**src/rtl/dma16_pkg.sv**
```systemverilog
package dma16_pkg;
    typedef enum logic [1:0] {
        ST_IDLE = 2'd0,
        ST_XFER = 2'd1,
        ST_GAP  = 2'd2
    } dma16_state_e;

    localparam int MEM_BYTES = 4;
    localparam int HW_BITS   = 16;
endpackage

```
**src/rtl/dma16_req_norm.sv**
```systemverilog
module dma16_req_norm #(
    parameter int ADDR_W = 32,
    parameter int LEN_W  = 12
) (
    input  logic [ADDR_W-1:0] req_addr,
    input  logic [ADDR_W-1:0] base_addr,
    input  logic [LEN_W-1:0]  req_len,
    input  logic              native,
    output logic [ADDR_W-1:0] eff_addr,
    output logic [LEN_W-1:0]  eff_len,
    output logic              empty
);
    logic [ADDR_W-1:0] ored;

    always_comb begin
        ored     = req_addr | base_addr;
        eff_addr = ored;
        eff_len  = req_len;
        if (!native) begin
            eff_addr[0] = 1'b0;
            eff_len[0]  = 1'b0;
        end
        empty = (eff_len == '0);
    end
endmodule

```
**src/rtl/dma16_lane_map.sv**
```systemverilog
module dma16_lane_map
    import dma16_pkg::*;
(
    input  logic [1:0]             offset,
    input  logic                   size2,
    input  logic                   swap,
    input  logic [HW_BITS-1:0]     wr_hw,
    input  logic [8*MEM_BYTES-1:0] rdata,
    output logic [MEM_BYTES-1:0]   be,
    output logic [8*MEM_BYTES-1:0] wdata,
    output logic [HW_BITS-1:0]     rd_hw
);
    localparam int LANES = MEM_BYTES;

    logic [7:0] lo_byte;
    logic [7:0] hi_byte;
    logic [7:0] rd_b0;
    logic [7:0] rd_b1;
    logic [1:0] offset_p1;

    always_comb begin
        offset_p1 = offset + 2'd1;
        if (size2 && swap) begin
            lo_byte = wr_hw[15:8];
            hi_byte = wr_hw[7:0];
        end else begin
            lo_byte = wr_hw[7:0];
            hi_byte = wr_hw[15:8];
        end
    end

    for (genvar k = 0; k < LANES; k++) begin : g_lane
        always_comb begin
            be[k] = (offset == 2'(k)) || (size2 && (offset_p1 == 2'(k)));
            wdata[8*k +: 8] = (offset == 2'(k)) ? lo_byte : hi_byte;
        end
    end

    always_comb begin
        rd_b0 = rdata[8*offset +: 8];
        rd_b1 = rdata[8*offset_p1 +: 8];
        if (!size2)
            rd_hw = {8'h00, rd_b0};
        else if (swap)
            rd_hw = {rd_b0, rd_b1};
        else
            rd_hw = {rd_b1, rd_b0};
    end
endmodule

```
**src/rtl/dma16_swap_path.sv**
```systemverilog
module dma16_swap_path
    import dma16_pkg::*;
#(
    parameter int ADDR_W      = 32,
    parameter int LEN_W       = 12,
    parameter int CHUNK_BYTES = 64
) (
    input  logic              clk,
    input  logic              rst_n,
    input  logic [ADDR_W-1:0] base_addr,
    input  logic              req_valid,
    output logic              req_ready,
    input  logic              req_write,
    input  logic              req_native,
    input  logic [ADDR_W-1:0] req_addr,
    input  logic [LEN_W-1:0]  req_len,
    input  logic              wr_valid,
    output logic              wr_ready,
    input  logic [15:0]       wr_data,
    output logic              rd_valid,
    output logic [15:0]       rd_data,
    output logic              mem_req,
    input  logic              mem_gnt,
    output logic              mem_we,
    output logic [ADDR_W-1:0] mem_addr,
    output logic [3:0]        mem_be,
    output logic [31:0]       mem_wdata,
    input  logic [31:0]       mem_rdata,
    output logic              mem_last,
    output logic              done
);
    localparam int CNT_W = $clog2(CHUNK_BYTES) + 2;

    typedef struct packed {
        dma16_state_e      st;
        logic [ADDR_W-1:0] addr;
        logic [LEN_W-1:0]  rem;
        logic [CNT_W-1:0]  cnt;
        logic              we;
        logic              swap;
        logic              done;
    } regs_t;

    regs_t q, d;

    logic [ADDR_W-1:0] eff_addr;
    logic [LEN_W-1:0]  eff_len;
    logic              eff_empty;
    logic              size2;
    logic [LEN_W-1:0]  step;
    logic              fire;
    logic              final_beat;
    logic              chunk_end;

    dma16_req_norm #(.ADDR_W(ADDR_W), .LEN_W(LEN_W)) u_norm (
        .req_addr (req_addr),
        .base_addr(base_addr),
        .req_len  (req_len),
        .native   (req_native),
        .eff_addr (eff_addr),
        .eff_len  (eff_len),
        .empty    (eff_empty)
    );

    dma16_lane_map u_lanes (
        .offset(q.addr[1:0]),
        .size2 (size2),
        .swap  (q.swap),
        .wr_hw (wr_data),
        .rdata (mem_rdata),
        .be    (mem_be),
        .wdata (mem_wdata),
        .rd_hw (rd_data)
    );

    always_comb begin
        d = q;
        d.done = 1'b0;

        size2      = !q.addr[0] && (q.rem >= LEN_W'(2));
        step       = size2 ? LEN_W'(2) : LEN_W'(1);
        final_beat = (q.rem == step);
        chunk_end  = q.we && q.swap &&
                     ((q.cnt + CNT_W'(step)) == CNT_W'(CHUNK_BYTES));

        req_ready = (q.st == ST_IDLE);
        mem_req   = (q.st == ST_XFER) && (q.we ? wr_valid : 1'b1);
        mem_we    = q.we;
        mem_addr  = q.addr;
        mem_last  = final_beat || chunk_end;
        fire      = mem_req && mem_gnt;
        wr_ready  = fire && q.we;
        rd_valid  = fire && !q.we;

        unique case (q.st)
            ST_IDLE: begin
                if (req_valid) begin
                    d.addr = eff_addr;
                    d.rem  = eff_len;
                    d.cnt  = '0;
                    d.we   = req_write;
                    d.swap = !req_native;
                    if (eff_empty)
                        d.done = 1'b1;
                    else
                        d.st = ST_XFER;
                end
            end
            ST_XFER: begin
                if (fire) begin
                    d.addr = q.addr + ADDR_W'(step);
                    d.rem  = q.rem - step;
                    d.cnt  = q.cnt + CNT_W'(step);
                    if (final_beat) begin
                        d.st   = ST_IDLE;
                        d.done = 1'b1;
                    end else if (chunk_end) begin
                        d.st  = ST_GAP;
                        d.cnt = '0;
                    end
                end
            end
            ST_GAP:  d.st = ST_XFER;
            default: d.st = ST_IDLE;
        endcase

        done = q.done;
    end

    always_ff @(posedge clk or negedge rst_n) begin
        if (!rst_n) begin
            q <= '{st: ST_IDLE, addr: '0, rem: '0, cnt: '0,
                   we: 1'b0, swap: 1'b0, done: 1'b0};
        end else begin
            q <= d;
        end
    end
endmodule

```
**config.mk**
```make
export PLATFORM = sky130hd
export DESIGN_NAME = dma16_swap_path
export DESIGN_NICKNAME = d
export VERILOG_FILES = /design/src/rtl/dma16_pkg.sv /design/src/rtl/dma16_req_norm.sv /design/src/rtl/dma16_lane_map.sv /design/src/rtl/dma16_swap_path.sv
export SDC_FILE = /design/constraint.sdc
export NUM_CORES = 1
export LEC_CHECK = 0
export BUFFER_PORTS_ARGS = -buffer_cell sky130_fd_sc_hd__buf_2
export CORE_UTILIZATION = 40
export DETAILED_ROUTE_END_ITERATION = 10
export GPL_TIMING_DRIVEN = 0
export HOLD_SLACK_MARGIN = 0.06
export PLACE_DENSITY = 0.75
export RECOVER_POWER = 25
export SLEW_MARGIN = 40
export SYNTH_ARGS = -nofsm -noshare
export SYNTH_HDL_FRONTEND = slang
export SYNTH_HIERARCHICAL = 1
export SYNTH_SLANG_ARGS = --single-unit
```
**constraint.sdc**
```tcl
create_clock -name clk -period 3.9 [get_ports clk]
set_input_delay 0.78 -clock clk [delete_from_list [all_inputs] [get_ports clk]]
set_output_delay 0.78 -clock clk [all_outputs]
set_load 0.01 [all_outputs]
```
==> impl_metrics.toml <==
[sta]
maxSlewHeadroom_pct = -75.8
skew_ns = 0.00800
min_period_ns = 3.98
max_slew.worst_pin.slew_ns = 2.64
setup_violations = 1
rsz0062_at_grt = "yes"
fin_ws_ns = -0.0784
hold_viol = 0
drv_slew = 58
period_share_pct = 102
timing.fmax_ghz = 0.251

[die]
coreArea_sq_mm = 0.0133
die_h_um = 119
io_pins = 222
start_util_pct = 41.2
dieWidth_um = 119
placementRows = 42
dieArea_sq_mm = 0.0142

[run_status]
status = "finished, violations left"
violations = "max-capacitance violations, max-slew violations, negative setup slack"

[run]
drv_cap = 1

[cells_and_area]
stdcell_area_sq_mm = 0.00733
final_nets = 1024
syn_to_final_growth_pct = 33.2
drive_above_1_share_pct = 45.1
nFillCells = 1253
utilization_pct = 54.9

[pwr]
leakage_nw = 3.48
p_int_mw = 3.05
p_sw_mw = 2.31
switching_share_pct = 43.1
p_per_area_mw_per_mm2 = 732
seq_power_share_pct = 22.3
ir_drop_v = 0.000311
clock_power_share_pct = 16.5
comb_power_share_pct = 61.1

[synth]
async_reset_ff_share_pct = 100
yosysTopAreaCell = "dfrtp_1"
synth_edf_count = 0
yosysTopAreaCellShare_pct = 25.9
synth_seq_cells = 57
synth_ff_type = "dfrtp_1"
netlist_area_sq_mm = 0.00550
synth_most_common_cell = "nand2_1"
netlist-cell-type-count = 76
syn_nets = 778
ys_top_cells_by_area = "dfrtp_1 26%, mux4_2 6.5%, buf_4 6.1%, nand2_1 5.3%, mux2_1 4.9%"
syn_avg_cell_area_sq_um = 8.71
synth_common_cells = "77 x nand2_1, 57 x dfrtp_1, 52 x a21oi_1"
yosysWarnings = 6
synthCells = 632
seq_area_frac_synth_pct = 25.9

[setup_path]
end_kind = "output pin"
worstPathArrival_ns = 3.20
cp_max_fo = 4
crit_required_ns = 3.12
crit_type = "reg2out"
startpoint_type = "flop"

[global_route]
grt_pass1_wl_um = 29700
grt_start_max_net_pins = 58
grt_overflow_total = 0
grt_use_total_pct = 26.6
antenna_found_initial = 1
first_global_vias = 5812

[clock_tree]
clk_pin_slew_ns = 0.05
clock-root-buffer = "clkbuf_16"
clock-sinks = 57
insertion_delay_ns = 0.34
clockBufferDepth = 2
cts_made_buffers = 9
h-tree-depth = 3
cts_tree = "done"
ctsHoldBuffers = 0

[route]
drcViolationCount = 0
detail-route-antenna-nets = 0
dr.pass1.iters = 6
routed_wl_um = 19000
routedWlPerCell_um = 17.9
drt-initial-drc-count = 538
dr_total_vias = 6065
viasPerCell = 5.73

[min_path]
hold_path_class = "reg2reg"

[place]
dp_hpwl_um = 14100
place.gp.congestion = 0.883
placed_cell_area_sq_mm = 0.00683
portBuffers = 221
pre_cts_slack_ns = -0.432
[cell type report]
cell class	instances	area [sq um]	area share [%]
antenna	1	2.50	0.0341
sequential	57	1430	19.5
clock inverter	2	60.1	0.819
timing repair buffer	236	1220	16.7
clock buffer	13	270	3.69
inverter	9	37.5	0.512
multi-input combinational	486	3570	48.7
buffer	79	517	7.05
tap	176	220	3.00
[routing by layer]
layer,track usage [%],routed length (um),share of wire [%],up-vias
met5,0,0,0,-
met3,3.78,1710,9.0,55
met2,45.6,9190,48,368
met1,32.6,7440,39,2837
met4,13.4,643,3.4,0
li1,-,-,-,2805
[flip-flops by register name, summed over array words and instances (netlist names)]
| signal | flops |
|---|---|
| mem_we | 1 |
| q | 23 |
| done | 1 |
| mem_addr | 32 |
[cells in the final DEF (no fill, tap or decap), drive strengths merged, types with 8 or more instances in the layout]
| cell type | instances |
|---|---|
| and3 | 10 |
| a31oi | 15 |
| or2 | 35 |
| a21o | 10 |
| ha | 13 |
| clkbuf | 29 |
| inv | 8 |
| buf | 298 |
| a22o | 11 |
| a21oi | 52 |
| dfrtp | 57 |
| nor4 | 8 |
| o21ai | 36 |
| nand3 | 27 |
| nand2 | 78 |
| mux2 | 32 |
| mux4 | 16 |
| nor2 | 36 |
[repair_timing]
action	CTS	global route
pin swaps	9	5
setup buffers	14	1
hold endpoints to repair	0	0
resized for setup	11	4
setup endpoints to repair	33	3
[through the flow]
step           TNS [ns]  hold slack [ns]  power [mW]  cells
6_report        -0.0784            0.529        5.36   1059
5_1_grt          -0.284            0.558        5.70   1059
4_1_cts         -0.0347            0.514        5.33   1058
3_5_place_dp     -0.432            0.495        4.30   1029
3_3_place_gp     -0.415            0.482        4.26   1029
2_1_floorplan         0            0.457        3.29    632
[worst max-delay path, stage by stage (launching register included)]
cell and delay, ns:
dfrtp_2 0.44, nor3_4 0.20, nand4_1 0.16, nor2_2 0.13, or2_4 0.16, clkinvlp_4 0.12
fa_2 0.37, or4_1 0.40, o41a_2 0.15, a2111oi_4 0.41, nand2_1 0.12, nand2_1 0.08
buf_2 0.12
[power groups by stage]
| stage | Combinational (mW) | Sequential [mW] | Clock [mW] |
|---|---|---|---|
| global route | 3.55 | 1.24 | 0.912 |
| finish | 3.28 | 1.20 | 0.887 |
| CTS | 3.26 | 1.18 | 0.891 |
| detailed placement | 3.13 | 1.17 | 0 |
| floorplan | 2.22 | 1.07 | 0 |
| global placement | 3.09 | 1.17 | 0 |
[kinds of logic (layout without fill, tap and decap cells)]
logic type | count (synthesis) | after routing | share of synthesized area [%]
muxes | 50 | 50 | 13.5
AOI/OAI and AO/OA | 178 | 178 | 21.7
xor gates and xnor gates | 6 | 6 | 2.11
DFF | 57 | 57 | 25.9
and+or+nand+nor | 237 | 237 | 23.0
adders and majority gates | 15 | 15 | 3.68
buffers and inverters | 89 | 339 | 10.1
other | 0 | 1 | 0
[final timing paths]
path                                 to  cells after the start  startpoint  slack (ns)
setup / recovery               mem_last                     12       q[21]       -0.08
min in group asynchronous  mem_addr[22]                      1       rst_n        1.42
setup reg to reg           mem_addr[19]                     14       q[21]        0.58
hold reg to reg                   q[11]                      2       q[11]        0.53
hold / removal                    q[11]                      2       q[11]        0.53
max in group asynchronous         q[21]                      1       rst_n        0.78
Note: power is estimated with default switching activity, not from simulation.
